==> src/rtl/wdt_guard_pkg.sv <==
package wdt_guard_pkg;
  // control byte bit positions (software decodes these)
  localparam int CTL_IF = 7;
  localparam int CTL_IE = 6;
  localparam int CTL_P3 = 5;
  localparam int CTL_CE = 4;
  localparam int CTL_RE = 3;
  localparam int PS_W   = 4;

  // cause byte bit positions
  localparam int CS_USB = 5;
  localparam int CS_WD  = 3;
  localparam int CS_BOR = 2;
  localparam int CS_EXT = 1;
  localparam int CS_POR = 0;

  localparam logic [7:0] CS_LIVE = 8'((1 << CS_USB) | (1 << CS_WD) | (1 << CS_BOR) |
                                      (1 << CS_EXT) | (1 << CS_POR));
  localparam logic [7:0] CS_PON  = 8'(1 << CS_POR);

  // operating mode, encoded as {reset enable, interrupt enable}
  typedef enum logic [1:0] {
    MODE_OFF  = 2'b00,
    MODE_IRQ  = 2'b01,
    MODE_RST  = 2'b10,
    MODE_BOTH = 2'b11
  } wd_mode_e;
endpackage

==> src/rtl/wdt_guard_timer.sv <==
module wdt_guard_timer
  import wdt_guard_pkg::*;
#(
  parameter int BASE_TICKS = 2048,
  parameter int MAX_SHIFT  = 9
) (
  input  logic            clk,
  input  logic            rst,
  input  logic            run,
  input  logic            tick,
  input  logic            clr,
  input  logic [PS_W-1:0] ps,
  output logic            tout
);
  localparam int CNT_W = $clog2(BASE_TICKS) + MAX_SHIFT + 1;

  logic [CNT_W-1:0] cnt_q;
  logic [CNT_W-1:0] lim;
  logic [PS_W-1:0]  shamt;

  always_comb begin
    shamt = (ps > PS_W'(MAX_SHIFT)) ? PS_W'(MAX_SHIFT) : ps;
    lim   = CNT_W'(BASE_TICKS) << shamt;
  end

  // a restart in the same cycle as the last tick wins
  assign tout = run && tick && !clr && (cnt_q >= lim - CNT_W'(1));

  always_ff @(posedge clk) begin
    if (rst || clr || !run) begin
      cnt_q <= '0;
    end else if (tick) begin
      cnt_q <= tout ? '0 : cnt_q + CNT_W'(1);
    end
  end
endmodule

==> src/rtl/wdt_guard_ctrl.sv <==
module wdt_guard_ctrl
  import wdt_guard_pkg::*;
#(
  parameter int WIN_CYC = 4,
  parameter bit RE_INIT = 1'b0
) (
  input  logic            clk,
  input  logic            rst,
  input  logic            warm,
  input  logic            wr_en,
  input  logic [7:0]      wdata,
  input  logic            irq_ack,
  input  logic            gie,
  input  logic            tout,
  output logic [7:0]      ctl_byte,
  output logic [PS_W-1:0] ps,
  output logic            run,
  output logic            fire,
  output logic            win_open,
  output logic            re_out,
  output logic            irq_req,
  output logic            sys_rst_req
);
  localparam int WIN_W = $clog2(WIN_CYC + 1);

  logic            if_q, ie_q, re_q, irq_q, srst_q;
  logic [PS_W-1:0] ps_q;
  logic [WIN_W-1:0] win_q;
  logic            if_n, ie_n, re_n;
  logic [PS_W-1:0] ps_n;
  logic [WIN_W-1:0] win_n;
  wd_mode_e        mode;
  logic            set_if, prot, open_w, clr_all;

  // timeout outcome per mode
  always_comb begin
    mode   = wd_mode_e'({re_q, ie_q});
    fire   = 1'b0;
    set_if = 1'b0;
    if (tout) begin
      case (mode)
        MODE_IRQ:  set_if = 1'b1;
        MODE_RST:  fire   = 1'b1;
        MODE_BOTH: begin
          if (if_q) fire = 1'b1;
          else      set_if = 1'b1;
        end
        default: ;
      endcase
    end
  end

  assign win_open = (win_q != '0);
  assign prot     = wr_en && win_open;
  assign open_w   = wr_en && !win_open && wdata[CTL_CE] && wdata[CTL_RE];
  assign clr_all  = rst || warm || fire;

  always_comb begin
    if_n = if_q;
    if (irq_ack || (wr_en && wdata[CTL_IF])) if_n = 1'b0;
    if (set_if) if_n = 1'b1;

    ie_n = ie_q;
    if (wr_en) ie_n = wdata[CTL_IE];
    if (irq_ack && re_q) ie_n = 1'b0;

    re_n = re_q;
    ps_n = ps_q;
    if (prot) begin
      re_n = wdata[CTL_RE];
      ps_n = {wdata[CTL_P3], wdata[2:0]};
    end else if (wr_en && wdata[CTL_RE]) begin
      re_n = 1'b1;
    end

    if (open_w)                win_n = WIN_W'(WIN_CYC);
    else if (prot || !win_open) win_n = '0;
    else                       win_n = win_q - WIN_W'(1);
  end

  always_ff @(posedge clk) begin
    if (clr_all) begin
      if_q  <= 1'b0;
      ie_q  <= 1'b0;
      re_q  <= RE_INIT;
      ps_q  <= '0;
      win_q <= '0;
      irq_q <= 1'b0;
    end else begin
      if_q  <= if_n;
      ie_q  <= ie_n;
      re_q  <= re_n;
      ps_q  <= ps_n;
      win_q <= win_n;
      irq_q <= if_n && ie_n && gie;
    end
  end

  always_ff @(posedge clk) begin
    if (rst) srst_q <= 1'b0;
    else     srst_q <= fire;
  end

  assign ctl_byte    = {if_q, ie_q, ps_q[3], win_open, re_q, ps_q[2:0]};
  assign ps          = ps_q;
  assign run         = ie_q || re_q;
  assign re_out      = re_q;
  assign irq_req     = irq_q;
  assign sys_rst_req = srst_q;
endmodule

==> src/rtl/wdt_guard_cause.sv <==
module wdt_guard_cause
  import wdt_guard_pkg::*;
(
  input  logic       clk,
  input  logic       rst,
  input  logic       wr_en,
  input  logic [7:0] wdata,
  input  logic       ev_usb,
  input  logic       ev_wd,
  input  logic       ev_bor,
  input  logic       ev_ext,
  output logic [7:0] flags
);
  logic [7:0] cq, set_v, clr_v;

  always_comb begin
    set_v         = '0;
    set_v[CS_USB] = ev_usb;
    set_v[CS_WD]  = ev_wd;
    set_v[CS_BOR] = ev_bor;
    set_v[CS_EXT] = ev_ext;
    clr_v         = wr_en ? ~wdata : '0;
  end

  // an event beats a software clear of the same flag
  always_ff @(posedge clk) begin
    if (rst) cq <= CS_PON;
    else     cq <= ((cq & ~clr_v) | set_v) & CS_LIVE;
  end

  assign flags = cq;
endmodule

==> src/rtl/wdt_guard.sv <==
module wdt_guard
  import wdt_guard_pkg::*;
#(
  parameter int BASE_TICKS = 2048,
  parameter int MAX_SHIFT  = 9,
  parameter int WIN_CYC    = 4,
  parameter bit RE_INIT    = 1'b0
) (
  input  logic       clk,
  input  logic       rst,
  input  logic       bus_addr,
  input  logic       bus_wr,
  input  logic [7:0] bus_wdata,
  output logic [7:0] bus_rdata,
  input  logic       wd_tick,
  input  logic       wd_kick,
  input  logic       gie,
  input  logic       irq_ack,
  input  logic       ev_ext,
  input  logic       ev_bor,
  input  logic       ev_usb,
  output logic       irq_req,
  output logic       sys_rst_req
);
  logic            ev_any, tout_w, fire_w, run_w, win_w, re_w;
  logic            wr_ctl, wr_cs;
  logic [PS_W-1:0] ps_w;
  logic [7:0]      ctl_byte, cause_byte, rd_q;

  assign ev_any = ev_ext || ev_bor || ev_usb;
  assign wr_ctl = bus_wr && !bus_addr;
  assign wr_cs  = bus_wr && bus_addr;

  wdt_guard_timer #(
    .BASE_TICKS(BASE_TICKS),
    .MAX_SHIFT (MAX_SHIFT)
  ) u_timer (
    .clk (clk),
    .rst (rst),
    .run (run_w),
    .tick(wd_tick),
    .clr (wd_kick || ev_any),
    .ps  (ps_w),
    .tout(tout_w)
  );

  wdt_guard_ctrl #(
    .WIN_CYC(WIN_CYC),
    .RE_INIT(RE_INIT)
  ) u_ctrl (
    .clk        (clk),
    .rst        (rst),
    .warm       (ev_any),
    .wr_en      (wr_ctl),
    .wdata      (bus_wdata),
    .irq_ack    (irq_ack),
    .gie        (gie),
    .tout       (tout_w),
    .ctl_byte   (ctl_byte),
    .ps         (ps_w),
    .run        (run_w),
    .fire       (fire_w),
    .win_open   (win_w),
    .re_out     (re_w),
    .irq_req    (irq_req),
    .sys_rst_req(sys_rst_req)
  );

  wdt_guard_cause u_cause (
    .clk   (clk),
    .rst   (rst),
    .wr_en (wr_cs),
    .wdata (bus_wdata),
    .ev_usb(ev_usb),
    .ev_wd (fire_w),
    .ev_bor(ev_bor),
    .ev_ext(ev_ext),
    .flags (cause_byte)
  );

  always_ff @(posedge clk) begin
    if (rst) rd_q <= '0;
    else     rd_q <= bus_addr ? cause_byte : ctl_byte;
  end

  assign bus_rdata = rd_q;
endmodule

==> config.mk <==
export PLATFORM = sky130hd
export DESIGN_NAME = wdt_guard
export DESIGN_NICKNAME = d
export VERILOG_FILES = /design/src/rtl/wdt_guard_pkg.sv /design/src/rtl/wdt_guard_timer.sv /design/src/rtl/wdt_guard_ctrl.sv /design/src/rtl/wdt_guard_cause.sv /design/src/rtl/wdt_guard.sv
export SDC_FILE = /design/constraint.sdc
export NUM_CORES = 1
export LEC_CHECK = 0
export BUFFER_PORTS_ARGS = -buffer_cell sky130_fd_sc_hd__buf_2
export CAP_MARGIN = 5
export CORE_UTILIZATION = 57
export DETAILED_ROUTE_END_ITERATION = 8
export PLACE_DENSITY_LB_ADDON = 0.3
export SKIP_CTS_REPAIR_TIMING = 1
export SYNTH_ARGS = -nofsm -noshare
export SYNTH_HDL_FRONTEND = slang
export SYNTH_SLANG_ARGS = --single-unit
export TNS_END_PERCENT = 50
==> constraint.sdc <==
create_clock -name clk -period 3.6 [get_ports clk]
set_input_delay 0.36 -clock clk [delete_from_list [all_inputs] [get_ports clk]]
set_output_delay 0.36 -clock clk [all_outputs]
set_load 0.03 [all_outputs]
==> results by group <==
STA
  – Smallest hold slack: 0.310 ns
  – Final setup violation count: 0
  – Worst-margin pin slew: 0.736 ns
  – Max-slew violation count: 0
  – Final-report hold violation count: 0
  – Final total negative setup slack: 0 ns
  – Post-Route Skew: 0.00808 ns
  – Post-layout minimum cycle time: 3.08 ns
  – Worst setup margin: 0.518 ns
  – Setup repair after global routing missed its margin: no
  – Share of the clock period used by the worst path after layout: 85.6%
  – Highest achievable clock rate: 0.324 GHz
  – Headroom to the max-slew limit: 50.5%

Logic synthesis
  – Fraction of registers with async set or reset after synthesis: 0%
  – Number of enable-type register cells in the synthesized netlist: 0
  – Adder-cell share of the synthesized area: 7.61%
  – Post-Syn Instances: 259
  – Post-synthesis mux area share: 3.92%
  – Share of the synthesized area in the top cell type: 40.0%
  – Synthesis warning total: 0
  – Area leader, netlist: dfxtp_1
  – Count of state elements after synthesis: 46
  – Sequential fraction of the synthesis area: 40.0%
  – Main synth FF type: dfxtp_1
  – Count of unique library cells instantiated by Yosys: 39
  – Simple-gate area share of the yosys netlist: 27.4%
  – Per-instance average area after synthesis: 8.88 sq um
  – Dominant combinational cell family by area after synthesis: simple AND/OR/NAND/NOR gates
  – Complex-gate fraction of the synthesized area: 9.79%
  – Post-Syn Area: 2300 sq um
  – Syn Nets: 292
  – Most area-consuming cells after synthesis: dfxtp_1 (40%), ha_1 (7.6%), nor3_1 (7.2%)
  – Share of the synthesized netlist area taken by xor and xnor gates: 7.99%

Floorplanning
  – Floorplan Core Area: 3770 sq um
  – Horizontal die dimension: 65.5 microns
  – Die outline area: 4290 sq um
  – Initial Util: 61.0%
  – Top-level I/O count: 29
  – Row count: 22
  – Die H: 65.5 microns

Critical path
  – Required time reported for the critical path endpoint: 3.81 ns
  – Worst setup path endpoint: u_ctrl.win_q[0]
  – Worst flop-to-flop path endpoint: u_ctrl.win_q[0]
  – Kind of critical path: reg2reg
  – Ordered cell list for the critical path: nor2_1 -> nand3b_1 -> ha_1 -> nor3_1 -> a21o_1 -> a22oi_1 -> ha_1 -> a211oi_2 -> nor2_1 -> or3_4 -> o311a_1 -> nor4_4
  – Kind of start point of the critical path: flip-flop
  – Kind of cell adding the most delay to the critical path: simple AND/OR/NAND/NOR gates
  – Worst reg2reg startpoint: u_ctrl.ps[3]
  – Worst-path fanout max: 10
  – Start point of the critical path: u_ctrl.ps[3]
  – Crit path capture type: flip-flop
  – Critical Path Max Stage Delay: 0.53 ns
  – Crit path depth: 12
  – Setup slack of the most critical reg-to-reg path: 0.52 ns
  – Worst endpoint data arrival time: 3.29 ns
  – Number of buffers and inverters on the critical path: 0
  – Cell depth of the worst flop-to-flop path: 12
  – Critical-path top delay cell: o311a_1

Layout
  – Fin util: 67.9%
  – Share of final-layout standard cells stronger than drive strength 1: 14.3%
  – Antenna diode count: 0
  – Layout Area Growth over Synthesis: 11.2%
  – Nets@finish: 319
  – Number of cells in the finished layout apart from fillers: 335

Drt
  – Initial DRT Pass Iterations: 4
  – Via/cell ratio: 5.67
  – Number of design rule violations left after detail routing: 0
  – Total routed wire length on the met1 layer: 2050 microns
  – Drt first-iter violations: 64
  – Detailed-route via count: 1898
  – Met2 routed WL: 2130 microns
  – Highest signal layer in the routed design: met4
  – Wire length after detailed routing: 4410 microns
  – Detail Route Antenna Nets: 0
  – WL per Instance: 13.2 microns
  – Met3 routed WL: 199 microns

Global routing
  – Initial antenna violation count: 0
  – Via count of the first global-routing pass: 1724
  – Global route overflow: 0
  – Global-route wire length before repair: 7640 microns
  – Overall fraction of global-route tracks in use: 22.9%
  – Pin count of the biggest net entering global routing: 22

Clocking
  – Num Clock Sinks: 46
  – CTS H-tree depth: 2
  – Worst-path clk slew: 0.08 ns
  – Clock Tree Root: clkbuf_8
  – Worst skew pair latency: 0.29 ns
  – TritonCTS clock tree: yes
  – TritonCTS buffer count: 5
  – Maximum clock path buffer count: 2

Power
  – Leakage: 0.968 nW
  – Power per Cell Area: 341 nW/um^2
  – Max IR drop VDD: 0.000270 V

Placement
  – Cell count after placement: 327
  – Post-placement worst setup slack: 0.529 ns
  – Number of I/O port buffers: 28
  – Dpl hpwl: 3320 microns
  – Routability congestion estimate from global placement: 0.840

Hold path
  – Worst hold-check path type: in2reg

Outcome
  – Run status: finished clean

Run
  – Max-capacitance violation count: 0
==> routing by layer <==
layer / track usage (%) / up-vias
li1: - / 978
met5: 0 / -
met3: 5.03 / 6
met4: 7.88 / 0
met2: 39.0 / 40
met1: 28.2 / 874
==> tightest hold or removal path, cell delays in order <==
cell	delay, ns
buf_2	0.10
nand3_1	0.06
a211oi_1	0.05
==> registers in the layout, summed over array words and instances, names as in the netlist, 3 cells and up <==
signal         count
u_ctrl.win_q       3
u_cause.flags      5
bus_rdata          8
u_ctrl.ps          4
u_timer.cnt_q     21
==> cell usage in the layout (no fill, tap or decap), types with 2 or more instances in the layout <==
cell type  instances
dfxtp_1           46
nor3_1            33
a211oi_1           3
mux2i_1            9
buf_2             28
nor2_1            20
and4_1             2
clkbuf_8           6
nand3_1            8
nand4_1           11
nand2_1           15
nor4_4             2
ha_1              14
xnor2_1            5
and2_1             2
nand3b_1           3
o21ai_0            8
nor3b_1            2
and3_1             5
nor2b_1            4
a21oi_1           14
inv_1              8
xor2_1            16
a22oi_1            2
nand2b_1           5
==> logic make-up after synthesis <==
kind of cell    count (synthesis)
compound gates                 36
xor+xnor                       21
fa+ha+maj                      14
buf+inv                        17
flops                          46
mux                             9
other cells                     1
simple gates                  115
==> final cells by class <==
cell class              count  area [sq um]
multi-input cells         196          1310
fillers                   307          1210
flip-flops and latches     46           921
repair buffers             29           148
clock buffers               7          86.3
well taps                  48          60.1
inverters                   8          30.0
clock inverters             1          5.00
==> power breakdown <==
group,switching [W],internal (W)
logic,0.0000250,0.0000165
registers,0.00000195,0.000513
clock network,0.000160,0.000155
total,0.000187,0.000685
==> through the flow <==
step | power [W] | cell area, sq um
2_1_floorplan | 0.000549 | 2300
3_3_place_gp | 0.000568 | 2470
3_5_place_dp | 0.000569 | 2470
4_1_cts | 0.000879 | 2560
5_1_grt | 0.000910 | 2560
6_report | 0.000872 | 2560
==> worst min path at each step <==
stage                     end  cells past startpoint         from
4_1_cts        u_ctrl.irq_req                      3          gie
6_report       u_ctrl.irq_req                      3          gie
2_1_floorplan    bus_rdata[7]                      2  u_ctrl.if_q
3_3_place_gp     bus_rdata[7]                      2  u_ctrl.if_q
3_5_place_dp     bus_rdata[7]                      2  u_ctrl.if_q
5_1_grt        u_ctrl.irq_req                      3          gie
==> synthesized netlist by cell type, types with 2 or more instances <==
cell	number
inv_1	8
o21ai_0	8
a211oi_1	3
nor2b_1	4
nor2_1	20
and4_1	2
a22oi_1	2
nand3_1	8
and2_1	2
nand4_1	11
nand2b_1	5
and3_1	5
ha_1	14
nand2_1	15
clkbuf_1	7
nor3b_1	2
xnor2_1	5
xor2_1	16
mux2i_1	9
nor3_1	33
nand3b_1	3
nor4_4	2
dfxtp_1	46
a21oi_1	14
Note: power is estimated with default switching activity, not from simulation.
